==> src/rtl/cpwm3_pkg.sv <==
package cpwm3_pkg;
  localparam int NPH  = 3;
  localparam int NOUT = 2 * NPH;
  localparam int AW   = 3;

  typedef enum logic [AW-1:0] {
    A_CYC   = 3'd0,
    A_CMP_U = 3'd1,
    A_CMP_V = 3'd2,
    A_CMP_W = 3'd3,
    A_OFS   = 3'd4,
    A_MASK  = 3'd5
  } reg_addr_e;

  typedef enum logic {DIR_UP = 1'b0, DIR_DN = 1'b1} dir_e;
endpackage

==> src/rtl/cpwm3_regs.sv <==
module cpwm3_regs
  import cpwm3_pkg::*;
#(
  parameter int CW = 8
) (
  input  logic                     clk_i,
  input  logic                     rst_ni,
  input  logic                     wr_en_i,
  input  logic [AW-1:0]            wr_addr_i,
  input  logic [CW-1:0]            wr_data_i,
  output logic [CW-1:0]            cyc_o,
  output logic [NPH-1:0][CW-1:0]   cmp_o,
  output logic [CW-1:0]            ofs_o,
  output logic [NOUT-1:0]          mask_o
);
  always_ff @(posedge clk_i or negedge rst_ni) begin
    if (!rst_ni) begin
      cyc_o  <= '0;
      cmp_o  <= '0;
      ofs_o  <= '0;
      mask_o <= '0;
    end else if (wr_en_i) begin
      case (reg_addr_e'(wr_addr_i))
        A_CYC:   cyc_o    <= wr_data_i;
        A_CMP_U: cmp_o[0] <= wr_data_i;
        A_CMP_V: cmp_o[1] <= wr_data_i;
        A_CMP_W: cmp_o[2] <= wr_data_i;
        A_OFS:   ofs_o    <= wr_data_i;
        A_MASK:  mask_o   <= wr_data_i[NOUT-1:0];
        default: ;
      endcase
    end
  end
endmodule

==> src/rtl/cpwm3_tri_cnt.sv <==
module cpwm3_tri_cnt
  import cpwm3_pkg::*;
#(
  parameter int CW = 8
) (
  input  logic          clk_i,
  input  logic          rst_ni,
  input  logic          ld_i,
  input  logic [CW-1:0] ld_val_i,
  input  logic          en_i,
  input  logic [CW-1:0] cyc_i,
  output logic [CW-1:0] cnt_o
);
  dir_e dir_q;
  logic cyc_zero;

  assign cyc_zero = (cyc_i == '0);

  always_ff @(posedge clk_i or negedge rst_ni) begin
    if (!rst_ni) begin
      cnt_o <= '0;
      dir_q <= DIR_UP;
    end else if (ld_i) begin
      cnt_o <= ld_val_i;
      dir_q <= DIR_UP;
    end else if (en_i) begin
      if (dir_q == DIR_UP) begin
        if (cnt_o >= cyc_i) begin
          // turn at the top without dwelling
          cnt_o <= cyc_zero ? '0 : cyc_i - 1'b1;
          dir_q <= cyc_zero ? DIR_UP : DIR_DN;
        end else begin
          cnt_o <= cnt_o + 1'b1;
        end
      end else begin
        if (cnt_o == '0) begin
          cnt_o <= cyc_zero ? '0 : CW'(1);
          dir_q <= DIR_UP;
        end else begin
          cnt_o <= cnt_o - 1'b1;
        end
      end
    end
  end
endmodule

==> src/rtl/cpwm3_phase.sv <==
module cpwm3_phase #(
  parameter int CW = 8
) (
  input  logic [CW-1:0] cnt_a_i,
  input  logic [CW-1:0] cnt_b_i,
  input  logic [CW-1:0] cmp_i,
  input  logic [CW-1:0] cyc_i,
  output logic          pos_o,
  output logic          neg_o
);
  logic full, a_lo, b_lo;

  assign full  = (cmp_i >= cyc_i);
  assign a_lo  = full | (cnt_a_i < cmp_i);
  assign b_lo  = full | (cnt_b_i < cmp_i);
  // both counters must agree; disagreement is the dead gap
  assign pos_o = a_lo & b_lo;
  assign neg_o = ~a_lo & ~b_lo;
endmodule

==> src/rtl/cpwm3_gen.sv <==
module cpwm3_gen
  import cpwm3_pkg::*;
#(
  parameter int CW = 8
) (
  input  logic            clk_i,
  input  logic            rst_ni,
  input  logic            wr_en_i,
  input  logic [2:0]      wr_addr_i,
  input  logic [CW-1:0]   wr_data_i,
  input  logic            run_i,
  input  logic            mode_en_i,
  output logic [5:0]      pwm_o
);
  logic [CW-1:0]           cyc_w, ofs_w, cnt_a, cnt_b;
  logic [NPH-1:0][CW-1:0]  cmp_w;
  logic [NOUT-1:0]         mask_w, out_q, nxt_out;
  logic [NPH-1:0]          pos_w, neg_w;
  logic                    mode_q, act_q, entry, tick;

  cpwm3_regs #(.CW(CW)) u_regs (
    .clk_i(clk_i), .rst_ni(rst_ni), .wr_en_i(wr_en_i), .wr_addr_i(wr_addr_i),
    .wr_data_i(wr_data_i), .cyc_o(cyc_w), .cmp_o(cmp_w), .ofs_o(ofs_w),
    .mask_o(mask_w)
  );

  assign entry = mode_en_i & ~mode_q & ~run_i;
  assign tick  = act_q & run_i;

  always_ff @(posedge clk_i or negedge rst_ni) begin
    if (!rst_ni) begin
      mode_q <= 1'b0;
      act_q  <= 1'b0;
    end else begin
      mode_q <= mode_en_i;
      if (!mode_en_i)  act_q <= 1'b0;
      else if (entry)  act_q <= 1'b1;
    end
  end

  cpwm3_tri_cnt #(.CW(CW)) u_cnt_a (
    .clk_i(clk_i), .rst_ni(rst_ni), .ld_i(entry), .ld_val_i(ofs_w),
    .en_i(tick), .cyc_i(cyc_w), .cnt_o(cnt_a)
  );

  cpwm3_tri_cnt #(.CW(CW)) u_cnt_b (
    .clk_i(clk_i), .rst_ni(rst_ni), .ld_i(entry), .ld_val_i('0),
    .en_i(tick), .cyc_i(cyc_w), .cnt_o(cnt_b)
  );

  for (genvar k = 0; k < NPH; k++) begin : g_ph
    cpwm3_phase #(.CW(CW)) u_ph (
      .cnt_a_i(cnt_a), .cnt_b_i(cnt_b), .cmp_i(cmp_w[k]), .cyc_i(cyc_w),
      .pos_o(pos_w[k]), .neg_o(neg_w[k])
    );
  end

  assign nxt_out = {neg_w, pos_w};

  always_ff @(posedge clk_i or negedge rst_ni) begin
    if (!rst_ni)                   out_q <= '0;
    else if (!mode_en_i || entry)  out_q <= '0;
    else if (tick)                 out_q <= nxt_out;
  end

  assign pwm_o = out_q & mask_w;
endmodule

==> config.mk <==
export PLATFORM = sky130hd
export DESIGN_NAME = cpwm3_gen
export DESIGN_NICKNAME = d
export VERILOG_FILES = /design/src/rtl/cpwm3_pkg.sv /design/src/rtl/cpwm3_regs.sv /design/src/rtl/cpwm3_tri_cnt.sv /design/src/rtl/cpwm3_phase.sv /design/src/rtl/cpwm3_gen.sv
export SDC_FILE = /design/constraint.sdc
export NUM_CORES = 1
export LEC_CHECK = 0
export ABC_AREA = 1
export BUFFER_PORTS_ARGS = -buffer_cell sky130_fd_sc_hd__buf_2
export CORE_UTILIZATION = 50
export CTS_CLUSTER_DIAMETER = 150
export CTS_CLUSTER_SIZE = 14
export DETAILED_ROUTE_END_ITERATION = 10
export MAX_ROUTING_LAYER = met4
export PLACE_DENSITY = 0.67
export SYNTH_ARGS = -nofsm -noshare
export SYNTH_HDL_FRONTEND = slang
export SYNTH_SLANG_ARGS = --single-unit
==> constraint.sdc <==
create_clock -name clk_i -period 3.2 [get_ports clk_i]
set_clock_uncertainty 0.15 [all_clocks]
set_input_delay 0.32 -clock clk_i [delete_from_list [all_inputs] [get_ports clk_i]]
set_output_delay 0.32 -clock clk_i [all_outputs]
set_load 0.005 [all_outputs]
==> out/results.ini <==
[critical_path]
path_common_cell=nand2_1
cpPeakStageDelay_ns=0.60
arrival_ns=2.37
critical_path_class=register to register
cp_slowest_cell=dfrtp_1
critPathBufInv=2
r2r-end=u_cnt_b.cnt_o[1]
crit_path_end_kind=register
r2r_cells=13
cp.depth=13
crit_path_start_kind=register
path_cells=inv_1 -> ha_1 -> nand2_1 -> nand3_1 -> nand2_1 -> nand2_1 -> nand2_1 -> nand2_2 -> inv_1 -> nand2_1 -> nand3_1 -> nand2_1 -> o21ai_0
critical_path.top_delay_family=simple AND/OR/NAND/NOR gates
r2r-start=u_cnt_b.cnt_o[0]
cp-startpoint=u_cnt_b.cnt_o[0]
worstPathRequired_ns=3.26
path_max_fanout=10
critical_path.endpoint=u_cnt_b.cnt_o[1]
ff2ff_setup_slack_ns=0.88

[sta]
period_needed_ns=2.32
tightestPinTransition_ns=0.992
setup_tns_ns=0
slew-limit-headroom_pct=33.9
whs_ns=-0.0430
final_hold_viol_count=22
rsz0062_at_grt=false
maxSlewViolCount=0
period_share_pct=72.4
fmax_mhz=432
finalSetupViolCount=0

[clock_tree]
clk_pin_slew_worst_paths_ns=0.06
clockBufferDepth=2
tritoncts=yes
postCtsSetupBuffers=0
clkLatencyLatePin_ns=0.35
numCtsBuffers=9
cts_root_buf=clkbuf_16
cts_max_level=3
cts_sinks=72

[placement]
finalWeightedCongestion=0.948
dpl.cell_count=987
placed_cell_area_um2=6230
io_buffers=21
dpl.hpwl_um=13000

[synth]
netlist_instances=836
synth_top_area_share_pct=30.0
synth-edff-count=0
yosys_warnings=0
ys.flop_type=dfrtp_1
yosysUniqueCellTypes=37
ys_seq_area_share_pct=30.0
synth_area_leaders=dfrtp_1 30%, ha_1 19%, nand2_1 15%
synth_nets=942
synth_area_leader_cell=dfrtp_1
async_flop_share_pct=100
syn-cell-area_um2=6000
synth_area_per_cell_um2=7.17
synth-seq-cells=72

[detailed_routing]
routed-via-count=5577
drc=2
viasPerCell=5.56
ant_nets=0
wl_um=17200
routedWlPerCell_um=17.1
dr.pass1.iters=10
drt_iter0_drc=465

[finish]
num-nets-final=962
layout_commonest_cell=nand2_1
seqCellArea_um2=1800
multiInputGateArea_um2=3670
diodes=0
final_cell_mix=234 x nand2_1, 100 x inv_1, 90 x ha_1
layout-drive-gt1-share_pct=9.53
final.fill_count=1115
area_growth_pct=8.55
fin_area_um2=6510
instances_no_fill=1003

[job]
max_cap_viol_count=0

[floorplanning]
fp.dieArea_um2=12400
dieWidth_um=112
std_cell_rows=39
fp.dieH_um=112
initial_core_util_pct=51.9
pin_count=22
coreArea_um2=11600

[status]
violations=DRC, hold timing
outcome=finished, violations left

[power]
p_leak_uw=0.00359
power_density_nw_per_um2=881
ir_worst_vdd_mv=0.344
power_uw=5740

[hold_path]
worstHoldPathType=primary input to async pin

[grt]
grt_pass1_wl_um=27700
overflow=0
grt_pass1_vias=5369
grt_max_degree=73
antenna_found_initial=0
track_usage_pct=29.9

metrics by stage:
step / worst slack (ns) / util, %
final: 0.884 / 56.3
after global routing: 0.746 / 56.3
after floorplan: 1.33 / -
after CTS: 0.927 / 56.3
after detailed placement: 0.959 / 53.9
after global placement: 0.980 / 53.9
repair_timing:
action                                 4_1_cts  5_1_grt
hold buffers                                 1        0
resized for setup                            0        0
endpoints found under the hold margin        1        0
per-layer routing:
metal | track usage [%] | wire length [um]
met5 | - | 0
met4 | 15.8 | 743
met3 | 3.97 | 790
met2 | 47.5 | 8070
met1 | 37.1 | 7580
Yosys cell counts, types with 2 or more instances:
| cell type | n |
|---|---|
| xor2_1 | 12 |
| nand2_2 | 10 |
| a211oi_1 | 4 |
| nor3_4 | 3 |
| nor2_4 | 4 |
| clkbuf_1 | 8 |
| inv_1 | 100 |
| o31ai_1 | 2 |
| dfrtp_1 | 72 |
| nand4_1 | 10 |
| nand2_1 | 234 |
| o21ai_0 | 72 |
| o21ai_1 | 18 |
| nand2b_1 | 2 |
| nand3_2 | 4 |
| nor3_1 | 4 |
| xnor2_1 | 2 |
| nand3_1 | 54 |
| buf_2 | 6 |
| ha_1 | 90 |
| nor2_1 | 59 |
| inv_2 | 14 |
| clkinv_2 | 2 |
| a21oi_1 | 36 |
| nor2_2 | 2 |
power by group:
group	switching, uW	total (uW)	internal (uW)
clock network	414	954	540
registers	470	1600	1130
logic	2000	3190	1190
total	2880	5740	2860
cell families after synthesis:
| family | count (synthesis) | share of synthesized area [%] |
|---|---|---|
| AND/OR/NAND/NOR | 389 | 28.4 |
| AO/OA/AOI/OAI | 138 | 12.0 |
| buffers and inverters | 133 | 8.72 |
| adder cells (fa/ha/maj) | 90 | 18.8 |
| flip-flops | 72 | 30.0 |
| XOR/XNOR | 14 | 2.04 |
worst reg2reg max path: stages, from the launching register on:
cell     delay (ns)
dfrtp_1        0.60
inv_1          0.19
ha_1           0.32
nand2_1        0.05
nand3_1        0.07
nand2_1        0.05
nand2_1        0.05
nand2_1        0.11
nand2_2        0.17
inv_1          0.12
nand2_1        0.07
nand3_1        0.06
nand2_1        0.08
o21ai_0        0.09
cell type report:
| cell class | count | share of cell area [%] |
|---|---|---|
| inverter | 117 | 6.82 |
| clock buffer | 10 | 3.67 |
| sequential | 72 | 27.7 |
| tap | 143 | 2.75 |
| multi-input combinational | 631 | 56.4 |
| timing repair buffer | 25 | 2.15 |
| clock inverter | 5 | 0.519 |
worst min-delay path by stage:
| stage | endpoint | depth (start not counted) | start | slack, ns |
|---|---|---|---|---|
| global route | u_cnt_b.cnt_o[6] | 1 | rst_ni | 0.08 |
| detailed placement | mode_q | 1 | mode_en_i | 0.32 |
| global placement | mode_q | 1 | mode_en_i | 0.31 |
| floorplan | act_q | 0 | rst_ni | -0.13 |
| CTS | u_cnt_a.cnt_o[2] | 1 | rst_ni | 0.03 |
| finish | u_cnt_b.cnt_o[2] | 1 | rst_ni | -0.04 |
registers in the layout (all words and copies together) (netlist names):
name and flops:
u_cnt_a.dir_q 1, u_regs.ofs_o 8, u_regs.mask_o 6, mode_q 1
act_q 1, u_cnt_b.dir_q 1, u_cnt_a.cnt_o 8, u_cnt_b.cnt_o 8
u_regs.cyc_o 8, out_q 6, u_regs.cmp_o 24
Power figures use the tool's default switching activity.
